<file path="src/rtl/tick_timer_pkg.sv">
package tick_timer_pkg;
  typedef enum logic [1:0] {
    REG_CTRL   = 2'd0,
    REG_PERIOD = 2'd1,
    REG_PEND   = 2'd2,
    REG_COUNT  = 2'd3
  } tick_reg_e;

  localparam int CTRL_GLB_BIT = 0;
  localparam int CTRL_SEL_LSB = 4;
  localparam int CTRL_TEN_BIT = 8;
  localparam int PEND_BIT     = 0;
  localparam int PERIOD_FLOOR = 2;
endpackage

</file>
<file path="src/rtl/tick_ctrl_regs.sv">
module tick_ctrl_regs
  import tick_timer_pkg::*;
#(
  parameter int DATA_W = 32,
  parameter int CNT_W  = 16,
  parameter int SEL_W  = 4
) (
  input  logic              clk,
  input  logic              rst_n,
  input  logic              wr_en,
  input  logic [1:0]        wr_addr,
  input  logic [DATA_W-1:0] wdata,
  input  logic              expire,
  output logic              glb_en,
  output logic              tick_en,
  output logic [SEL_W-1:0]  rate_sel,
  output logic [CNT_W-1:0]  period,
  output logic              running,
  output logic              start,
  output logic              pending
);
  logic wr_ctrl, wr_period, wr_pend;
  logic new_glb, new_ten, halt, period_ok;

  assign wr_ctrl   = wr_en && (wr_addr == REG_CTRL);
  assign wr_period = wr_en && (wr_addr == REG_PERIOD);
  assign wr_pend   = wr_en && (wr_addr == REG_PEND);

  assign new_glb = wdata[CTRL_GLB_BIT];
  assign new_ten = wdata[CTRL_TEN_BIT];

  // start only on a rising tick enable with the global enable set
  assign start = wr_ctrl && new_glb && new_ten && !tick_en && (period != '0);
  assign halt  = wr_ctrl && !(new_glb && new_ten);

  assign period_ok = (wdata[DATA_W-1:CNT_W] == '0) &&
                     (wdata[CNT_W-1:0] > CNT_W'(PERIOD_FLOOR));

  always_ff @(posedge clk) begin
    if (!rst_n) begin
      glb_en   <= 1'b0;
      tick_en  <= 1'b0;
      rate_sel <= '0;
    end else if (wr_ctrl) begin
      glb_en   <= new_glb;
      tick_en  <= new_ten;
      rate_sel <= wdata[CTRL_SEL_LSB +: SEL_W];
    end
  end

  always_ff @(posedge clk) begin
    if (!rst_n)                      period <= '0;
    else if (wr_period && period_ok) period <= wdata[CNT_W-1:0];
  end

  always_ff @(posedge clk) begin
    if (!rst_n)     running <= 1'b0;
    else if (start) running <= 1'b1;
    else if (halt)  running <= 1'b0;
  end

  // expiry has priority over a software clear
  always_ff @(posedge clk) begin
    if (!rst_n)                            pending <= 1'b0;
    else if (expire)                       pending <= 1'b1;
    else if (wr_pend && wdata[PEND_BIT])   pending <= 1'b0;
  end
endmodule

</file>
<file path="src/rtl/tick_prescaler.sv">
module tick_prescaler #(
  parameter int SEL_W = 4
) (
  input  logic             clk,
  input  logic             rst_n,
  input  logic             running,
  input  logic             start,
  input  logic             ref_tick,
  input  logic [SEL_W-1:0] rate_sel,
  output logic             step
);
  localparam int PRE_W = (1 << SEL_W) - 1;
  localparam logic [PRE_W-1:0] ONES = {PRE_W{1'b1}};

  logic [PRE_W-1:0] pre_q;
  logic [PRE_W-1:0] mask;

  // mask has rate_sel low bits set; all ones in those bits marks a group end
  assign mask = ONES >> (PRE_W - int'(rate_sel));
  assign step = running && ref_tick && ((pre_q & mask) == mask);

  always_ff @(posedge clk) begin
    if (!rst_n)                 pre_q <= '0;
    else if (start || !running) pre_q <= '0;
    else if (ref_tick)          pre_q <= pre_q + 1'b1;
  end
endmodule

</file>
<file path="src/rtl/tick_downcount.sv">
module tick_downcount #(
  parameter int CNT_W = 16
) (
  input  logic             clk,
  input  logic             rst_n,
  input  logic             start,
  input  logic             step,
  input  logic [CNT_W-1:0] period,
  output logic [CNT_W-1:0] count,
  output logic             expire
);
  assign expire = step && (count <= CNT_W'(1));

  always_ff @(posedge clk) begin
    if (!rst_n)      count <= '0;
    else if (start)  count <= period;
    else if (expire) count <= period;
    else if (step)   count <= count - 1'b1;
  end
endmodule

</file>
<file path="src/rtl/periodic_tick_timer.sv">
module periodic_tick_timer
  import tick_timer_pkg::*;
#(
  parameter int DATA_W = 32,
  parameter int CNT_W  = 16,
  parameter int SEL_W  = 4
) (
  input  logic              clk,
  input  logic              rst_n,
  input  logic              ref_tick_i,
  input  logic              wr_en_i,
  input  logic [1:0]        addr_i,
  input  logic [DATA_W-1:0] wdata_i,
  input  logic [1:0]        rd_addr_i,
  output logic [DATA_W-1:0] rd_data_o,
  output logic              tick_irq_o
);
  logic             glb_w, ten_w, run_w, start_w, step_w, expire_w, pend_w;
  logic [SEL_W-1:0] sel_w;
  logic [CNT_W-1:0] period_w, count_w;

  tick_ctrl_regs #(.DATA_W(DATA_W), .CNT_W(CNT_W), .SEL_W(SEL_W)) u_regs (
    .clk(clk), .rst_n(rst_n), .wr_en(wr_en_i), .wr_addr(addr_i),
    .wdata(wdata_i), .expire(expire_w), .glb_en(glb_w), .tick_en(ten_w),
    .rate_sel(sel_w), .period(period_w), .running(run_w),
    .start(start_w), .pending(pend_w)
  );

  tick_prescaler #(.SEL_W(SEL_W)) u_pre (
    .clk(clk), .rst_n(rst_n), .running(run_w), .start(start_w),
    .ref_tick(ref_tick_i), .rate_sel(sel_w), .step(step_w)
  );

  tick_downcount #(.CNT_W(CNT_W)) u_cnt (
    .clk(clk), .rst_n(rst_n), .start(start_w), .step(step_w),
    .period(period_w), .count(count_w), .expire(expire_w)
  );

  assign tick_irq_o = pend_w;

  always_comb begin
    rd_data_o = '0;
    case (tick_reg_e'(rd_addr_i))
      REG_CTRL: begin
        rd_data_o[CTRL_GLB_BIT]            = glb_w;
        rd_data_o[CTRL_SEL_LSB +: SEL_W]   = sel_w;
        rd_data_o[CTRL_TEN_BIT]            = ten_w;
      end
      REG_PERIOD: rd_data_o = DATA_W'(period_w);
      REG_PEND:   rd_data_o[PEND_BIT] = pend_w;
      REG_COUNT:  rd_data_o = DATA_W'(count_w);
      default:    rd_data_o = '0;
    endcase
  end
endmodule

</file>
<file path="config.mk">
export PLATFORM = sky130hd
export DESIGN_NAME = periodic_tick_timer
export DESIGN_NICKNAME = d
export VERILOG_FILES = /design/src/rtl/tick_timer_pkg.sv /design/src/rtl/tick_ctrl_regs.sv /design/src/rtl/tick_prescaler.sv /design/src/rtl/tick_downcount.sv /design/src/rtl/periodic_tick_timer.sv
export SDC_FILE = /design/constraint.sdc
export NUM_CORES = 1
export LEC_CHECK = 0
export BUFFER_PORTS_ARGS = -buffer_cell sky130_fd_sc_hd__buf_2
export CAP_MARGIN = 40
export CELL_PAD_IN_SITES_DETAIL_PLACEMENT = 0
export CELL_PAD_IN_SITES_GLOBAL_PLACEMENT = 1
export CORE_UTILIZATION = 41
export DETAILED_ROUTE_END_ITERATION = 8
export GPL_ROUTABILITY_DRIVEN = 0
export MAX_ROUTING_LAYER = met4
export PLACE_DENSITY = 0.93
export SLEW_MARGIN = 5
export SYNTH_ARGS = -nofsm -noshare
export SYNTH_HDL_FRONTEND = slang
export SYNTH_HIERARCHICAL = 1
export SYNTH_SLANG_ARGS = --single-unit
</file>
<file path="constraint.sdc">
create_clock -name clk -period 3.78 [get_ports clk]
set_input_delay 0.189 -clock clk [delete_from_list [all_inputs] [get_ports clk]]
set_output_delay 0.189 -clock clk [all_outputs]
set_load 0.01 [all_outputs]
</file>
==> results.tsv, run 1 <==
stage	metric	value	unit
clock_tree	root buffer cell	clkbuf_8	
layout	area grow syn2layout	10.0	%
drt	DR WL/cell	15.7	um
clock_tree	clock-pin slew on the worst setup and hold paths	0.10	ns
clock_tree	CTS tree	yes	
status	status	finished clean	
drt	Vias	3265	
setup_path	startpoint types	flop	
floorplanning	initial core utilization	42.4	%
layout	# diodes	0	
synth	Synth async-reset ratio	0	%
setup_path	Worst Path Max Fanout	18	
grt	total track usage	21.0	%
place	post-DP HPWL	6510	um
floorplanning	# rows	33	
layout	layout cells sized above 1	20.0	%
grt	grt ovf	0	
place	DP Area	3760	um2
power	Pleak	1.44	nW
clock_tree	clock sinks	55	
synth	most frequent cell after synthesis	nand2_1	
power	pwr/cell area	260	nW/um2
synth	Synthesis Warnings	6	
run	Max Cap Violations	0	
synth	Synth area leaders	dfxtp_1, mux2i_1, nand2_1	
hold_path	hold path startpoint	wdata_i[9]	
setup_path	reg2reg start	u_pre/pre_q[10]	
setup_path	CP startpoint	u_pre/pre_q[10]	
setup_path	Critical Path RT	3.99	ns
sta	worst-margin pin slew	0.822	ns
grt	number of global-route vias before repair	3018	
layout	fin area	3850	um2
setup_path	setup slack, reg-to-reg	0.60	ns
synth	Post-synth EDFFs	0	
sta	Final Setup Violations	0	
clock_tree	total CTS buffers	5	
synth	part of the Yosys area used for sequential elements	31.4	%
clock_tree	H-tree depth	2	
power	VDD IR max	165	uV
sta	final hold vios	0	
sta	setup tns final	0	ns
power	total power	1.00	mW
sta	Period minus WS final	3.18	ns
clock_tree	CTS resizes	0	
sta	Final Skew	0.00757	ns
place	port bufs	56	
sta	slew margin rel.	44.7	%
grt	largest net degree at the start of global routing	50	
synth	area of the mapped netlist	3500	um2
floorplanning	Die Wd	94.4	um
setup_path	kind of critical path	reg -> reg	
clock_tree	hold buffer count at CTS	0	
setup_path	CP endpoint kind	flop	
setup_path	Worst R2R Path Depth	9	
drt	DRC Markers	0	
sta	fin crit share	84.2	%
drt	final WL	8860	um
clock_tree	Setup Buffers After CTS	0	
setup_path	RR Endpoint	u_cnt/count[3]	
floorplanning	chip height	94.4	um
grt	first-pass GRT wire length	14500	um
synth	Avg Cell Area, Syn	8.44	um2
synth	top-area cell type share of the netlist area	31.4	%
drt	1st-pass router iterations	5	
drt	ANT nets after route	0	
layout	post-layout util	46.7	%
setup_path	Critical Path End	u_cnt/count[3]	
floorplanning	Core Area	8260	um2
clock_tree	Clock Latency Late Sink	0.31	ns
hold_path	Hold Crit Class	in -> reg	
grt	initial antenna violation count	0	
synth	Synth Register Bits	55	
clock_tree	Max Buffers Root-to-Sink	2	
drt	Vias/cell	5.77	
setup_path	Arr. time, crit path	3.39	ns
floorplanning	Top Ports	73	
sta	fmax	314	MHz
synth	Post-synth top flop	dfxtp_1	
synth	Synth cell types	65	
sta	Final Max Tran Viols	0	
drt	violation count after the first detailed-route iteration	287	
floorplanning	Die ar.	8920	um2
synth	Cells after Synth	415	
synth	Post-synth top cells	nand2_1, dfxtp_1, mux2i_1, nor2_1, nor2b_1	
synth	Synth area leader	dfxtp_1	
sta	RSZ-0062 raised after global routing	no	
layout	Net count, final	503	
-- worst min path at each step --
stage,to,slack [ns],depth (start not counted)
3_3_place_gp,u_regs/period[12],0.45,3
3_5_place_dp,u_regs/period[11],0.46,3
4_1_cts,u_regs/period[11],0.13,3
6_report,u_regs/period[9],0.13,3
5_1_grt,u_regs/period[9],0.14,3
2_1_floorplan,u_regs/period[15],0.33,2
-- cells by family (layout without fill, tap and decap cells) --
kind of cell             Yosys count  count (layout)  share of synthesized area [%]
AO/OA/AOI/OAI                     82              82                           17.3
XOR/XNOR                          10              10                           2.50
adder cells (fa/ha/maj)            3               3                           1.07
buffers and inverters             48              79                           8.32
flip-flops                        55              55                           31.4
multiplexers                      43              43                           13.0
other                              1              16                          0.107
AND/OR/NAND/NOR                  173             173                           26.3
-- critical path, cell delays in order, from the launching register on --
cell       delay (ns)
dfxtp_1          0.41
and3_1           0.23
a32o_1           0.14
o2111ai_1        0.14
a2111oi_2        0.51
o21ai_0          0.25
or3_1            0.50
o21a_1           0.43
o311a_1          0.24
o31a_1           0.23
-- metrics by stage --
step,std cells,hold slack (ns),setup WS [ns]
floorplan,430,0.331,1.08
finish,566,0.132,0.598
CTS,566,0.129,0.612
global route,566,0.138,0.394
global placement,557,0.451,0.703
detailed placement,558,0.460,0.623
-- final cells by class --
cell class                      count  area [um2]
Tap cell                          105         131
Clock buffer                        6        72.6
Clock inverter                      2        16.3
Fill cell                         827        4410
Timing Repair Buffer               61         322
Multi-Input combinational cell    327        2170
Inverter                           10        37.5
Sequential cell                    55        1100
-- state kept, by name (all words and copies together), names as in the netlist --
register         count
u_regs/period       16
u_regs/tick_en       1
u_regs/rate_sel      4
u_cnt/count         16
u_regs/pending       1
u_regs/running       1
u_pre/pre_q         15
u_regs/glb_en        1
-- layer usage --
| metal | GRT usage (%) | share of wire, % |
|---|---|---|
| met2 | 33.8 | 47 |
| met3 | 2.90 | 5.5 |
| met4 | 6.54 | 1.8 |
| met1 | 27.3 | 46 |
| met5 | - | 0 |
-- report_power, final --
part	switching [mW]	internal (mW)
Clock	0.199	0.134
Combinational	0.0493	0.0339
Sequential	0.00311	0.581
-- placed cells by master, fill, tap and decap left out, drive strengths merged, types with 3 or more instances in the layout --
cell,synthesis,routed
buf,27,61
nand2,56,56
dfxtp,55,55
mux2i,34,34
nor2,25,25
nor2b,21,21
nor4,19,19
a21oi,17,17
o21ai,17,17
conb,1,16
inv,10,11
or3,9,9
nor3,8,8
xnor2,8,8
mux2,8,8
nand3,6,6
clkbuf,11,6
nand4,6,6
a22o,5,5
nor3b,5,5
or4,5,5
a31oi,4,4
a22oi,4,4
o21a,3,3
o211ai,3,3
a21o,3,3
a21boi,3,3
ha,3,3
No activity file was read; power rests on OpenSTA's default activity.
==> run 2, diff against run 1 <==
==> constraint.sdc (replaced) <==
create_clock -name clk -period 3.3 [get_ports clk]
set_input_delay 0.165 -clock clk [delete_from_list [all_inputs] [get_ports clk]]
set_output_delay 0.165 -clock clk [all_outputs]
set_load 0.01 [all_outputs]
==> run 2 against run 1 <==
  * Design area is essentially flat
  * Register-to-register slack lost 0.42 ns
  * Clock power grew 15%
  * Sequential cell count is the same
  * Via count shrank 1.1%
  * Die area is the same
  * Global-route usage grew 0.27 points
  * Utilization is essentially flat
  * Worst setup slack lost 0.42 ns
  * Sequential power grew 15%
==> results.tsv, run 2 (synthesis results as in run 1) <==
stage	metric	value	unit	change
status	status	finished clean		
place	Placed Cells	559		+0.18%
sta	setup tns final	0	ns	unchanged
place	DP Area	3770	um2	+0.20%
layout	layout cells sized above 1	20.1	%	+0.17 points
drt	DR WL/cell	15.7	um	+0.13%
floorplanning	chip height	94.4	um	unchanged
layout	most frequent cells in the layout	buf_2, nand2_1, dfxtp_1		
floorplanning	Core Area	8260	um2	unchanged
drt	M1 wire length	4180	um	+3.4%
drt	DRC Markers	0		unchanged
run	Max Cap Violations	0		unchanged
power	Pleak	1.44	nW	+0.25%
clock_tree	clock sinks	55		unchanged
grt	first-pass GRT wire length	14500	um	+0.43%
setup_path	setup slack, reg-to-reg	0.18	ns	-0.42 ns
setup_path	kind of critical path	reg -> reg		
place	post-DP HPWL	6620	um	+1.7%
clock_tree	clock-pin slew on the worst setup and hold paths	0.10	ns	about the same
setup_path	RR Endpoint	u_cnt/count[3]		
sta	Final Max Tran Viols	0		unchanged
clock_tree	CTS resizes	0		unchanged
drt	Vias/cell	5.69		-1.3%
floorplanning	initial core utilization	42.4	%	unchanged
setup_path	startpoint types	flop		
layout	# diodes	0		unchanged
clock_tree	Clock Latency Late Sink	0.31	ns	about the same
floorplanning	Die Wd	94.4	um	unchanged
sta	fin crit share	94.5	%	+10 points
clock_tree	H-tree depth	2		unchanged
clock_tree	root buffer cell	clkbuf_8		
floorplanning	# rows	33		unchanged
drt	final WL	8890	um	+0.30%
setup_path	CP startpoint	u_pre/pre_q[10]		
floorplanning	Die ar.	8920	um2	unchanged
sta	setup ws final	0.182	ns	-0.416 ns
sta	fmax	321	MHz	+2.1%
grt	largest net degree at the start of global routing	29		-42%
sta	final hold vios	0		unchanged
sta	Period minus WS final	3.12	ns	-0.0639 ns
clock_tree	total CTS buffers	5		unchanged
layout	non-filler cells, final	567		+0.18%
layout	area grow syn2layout	10.1	%	about the same
setup_path	Arr. time, crit path	3.32	ns	-0.07 ns
setup_path	Critical Path End	u_cnt/count[3]		
setup_path	Critical Path RT	3.50	ns	-0.49 ns
grt	grt ovf	0		unchanged
sta	Final Skew	0.00938	ns	+0.00181 ns
grt	total track usage	21.3	%	+0.27 points
layout	Net count, final	504		+0.20%
power	pwr/cell area	297	nW/um2	+15%
clock_tree	Setup Buffers After CTS	0		unchanged
drt	uppermost layer routed	met4		
sta	Final Setup Violations	0		unchanged
clock_tree	hold buffer count at CTS	0		unchanged
setup_path	reg2reg start	u_pre/pre_q[10]		
setup_path	Worst R2R Path Depth	9		unchanged
layout	fill cell count	830		+0.36%
layout	post-layout util	46.7	%	about the same
clock_tree	Max Buffers Root-to-Sink	2		unchanged
grt	initial antenna violation count	0		unchanged
drt	1st-pass router iterations	5		unchanged
drt	violation count after the first detailed-route iteration	372		+30%
drt	Vias	3229		-1.1%
place	port bufs	56		unchanged
layout	Top Registers	u_cnt/count: 16 flops, u_regs/period: 16 flops, u_pre/pre_q: 15 flops		
layout	fin area	3860	um2	about the same
drt	metal2 WL	4160	um	-0.17%
place	Setup WS pre-CTS	0.222	ns	-0.401 ns
setup_path	Worst Path Max Fanout	18		unchanged
setup_path	CP endpoint kind	flop		
drt	ANT nets after route	0		unchanged
sta	slew margin rel.	53.2	%	+8.5 points
grt	number of global-route vias before repair	2993		-0.83%
floorplanning	Top Ports	73		unchanged
sta	worst-margin pin slew	0.696	ns	-0.127 ns
sta	RSZ-0062 raised after global routing	no		
hold_path	Hold Crit Class	in -> reg		
power	VDD IR max	224	uV	+36%
drt	met3 wire length	512	um	+4.3%
clock_tree	CTS tree	yes		
-- run 2: cell types whose count changed in the layout (fill, tap and decap cells not counted) --
cell      delta
clkinv_2     +1
buf_4        +1
inv_6        -1
-- run 2: stage by stage --
stage / total power [mW] / hold WS, ns
6_report: 1.15 / 0.103
5_1_grt: 1.19 / 0.108
3_5_place_dp: 0.780 / 0.436
2_1_floorplan: 0.754 / 0.307
3_3_place_gp: 0.779 / 0.424
4_1_cts: 1.15 / 0.0997
-- run 2: how the worst min path moves through the flow --
| stage | startpoint | end | slack (ns) | cells past startpoint |
|---|---|---|---|---|
| after CTS | wdata_i[12] | u_regs/period[12] | 0.1 | 3 |
| after global routing | wdata_i[10] | u_regs/period[10] | 0.11 | 3 |
| final | wdata_i[12] | u_regs/period[12] | 0.10 | 3 |
| after detailed placement | wdata_i[12] | u_regs/period[12] | 0.44 | 3 |
| after floorplan | wdata_i[15] | u_regs/period[15] | 0.31 | 2 |
| after global placement | wdata_i[12] | u_regs/period[12] | 0.42 | 3 |
-- run 2: power breakdown --
group          switching [mW]  internal (mW)
combinational          0.0568         0.0388
sequential            0.00381          0.666
clock                   0.232          0.149
total                   0.293          0.854
-- run 2: cell type report --
cell class                      count  area [um2]  area share, %
Inverter                           10        37.5          0.973
Timing Repair Buffer               62         329           8.53
Multi-Input combinational cell    327        2170           56.3
Clock buffer                        6        72.6           1.88
Tap cell                          105         131           3.41
Clock inverter                      2        12.5          0.324
Sequential cell                    55        1100           28.6
-- run 2: layer usage --
| metal | global-route usage, % | vias to the layer above |
|---|---|---|
| li1 | - | 1578 |
| met5 | - | - |
| met1 | 28.5 | 1517 |
| met4 | 4.49 | 0 |
| met3 | 3.54 | 4 |
| met2 | 33.8 | 130 |
-- run 2: critical path, cell delays in order (launching register included) --
cell,delay (ns)
dfxtp_1,0.41
and3_1,0.22
a32o_1,0.14
o2111ai_1,0.14
a2111oi_2,0.49
o21ai_0,0.22
or3_1,0.50
o21a_1,0.42
o311a_1,0.23
o31a_1,0.24
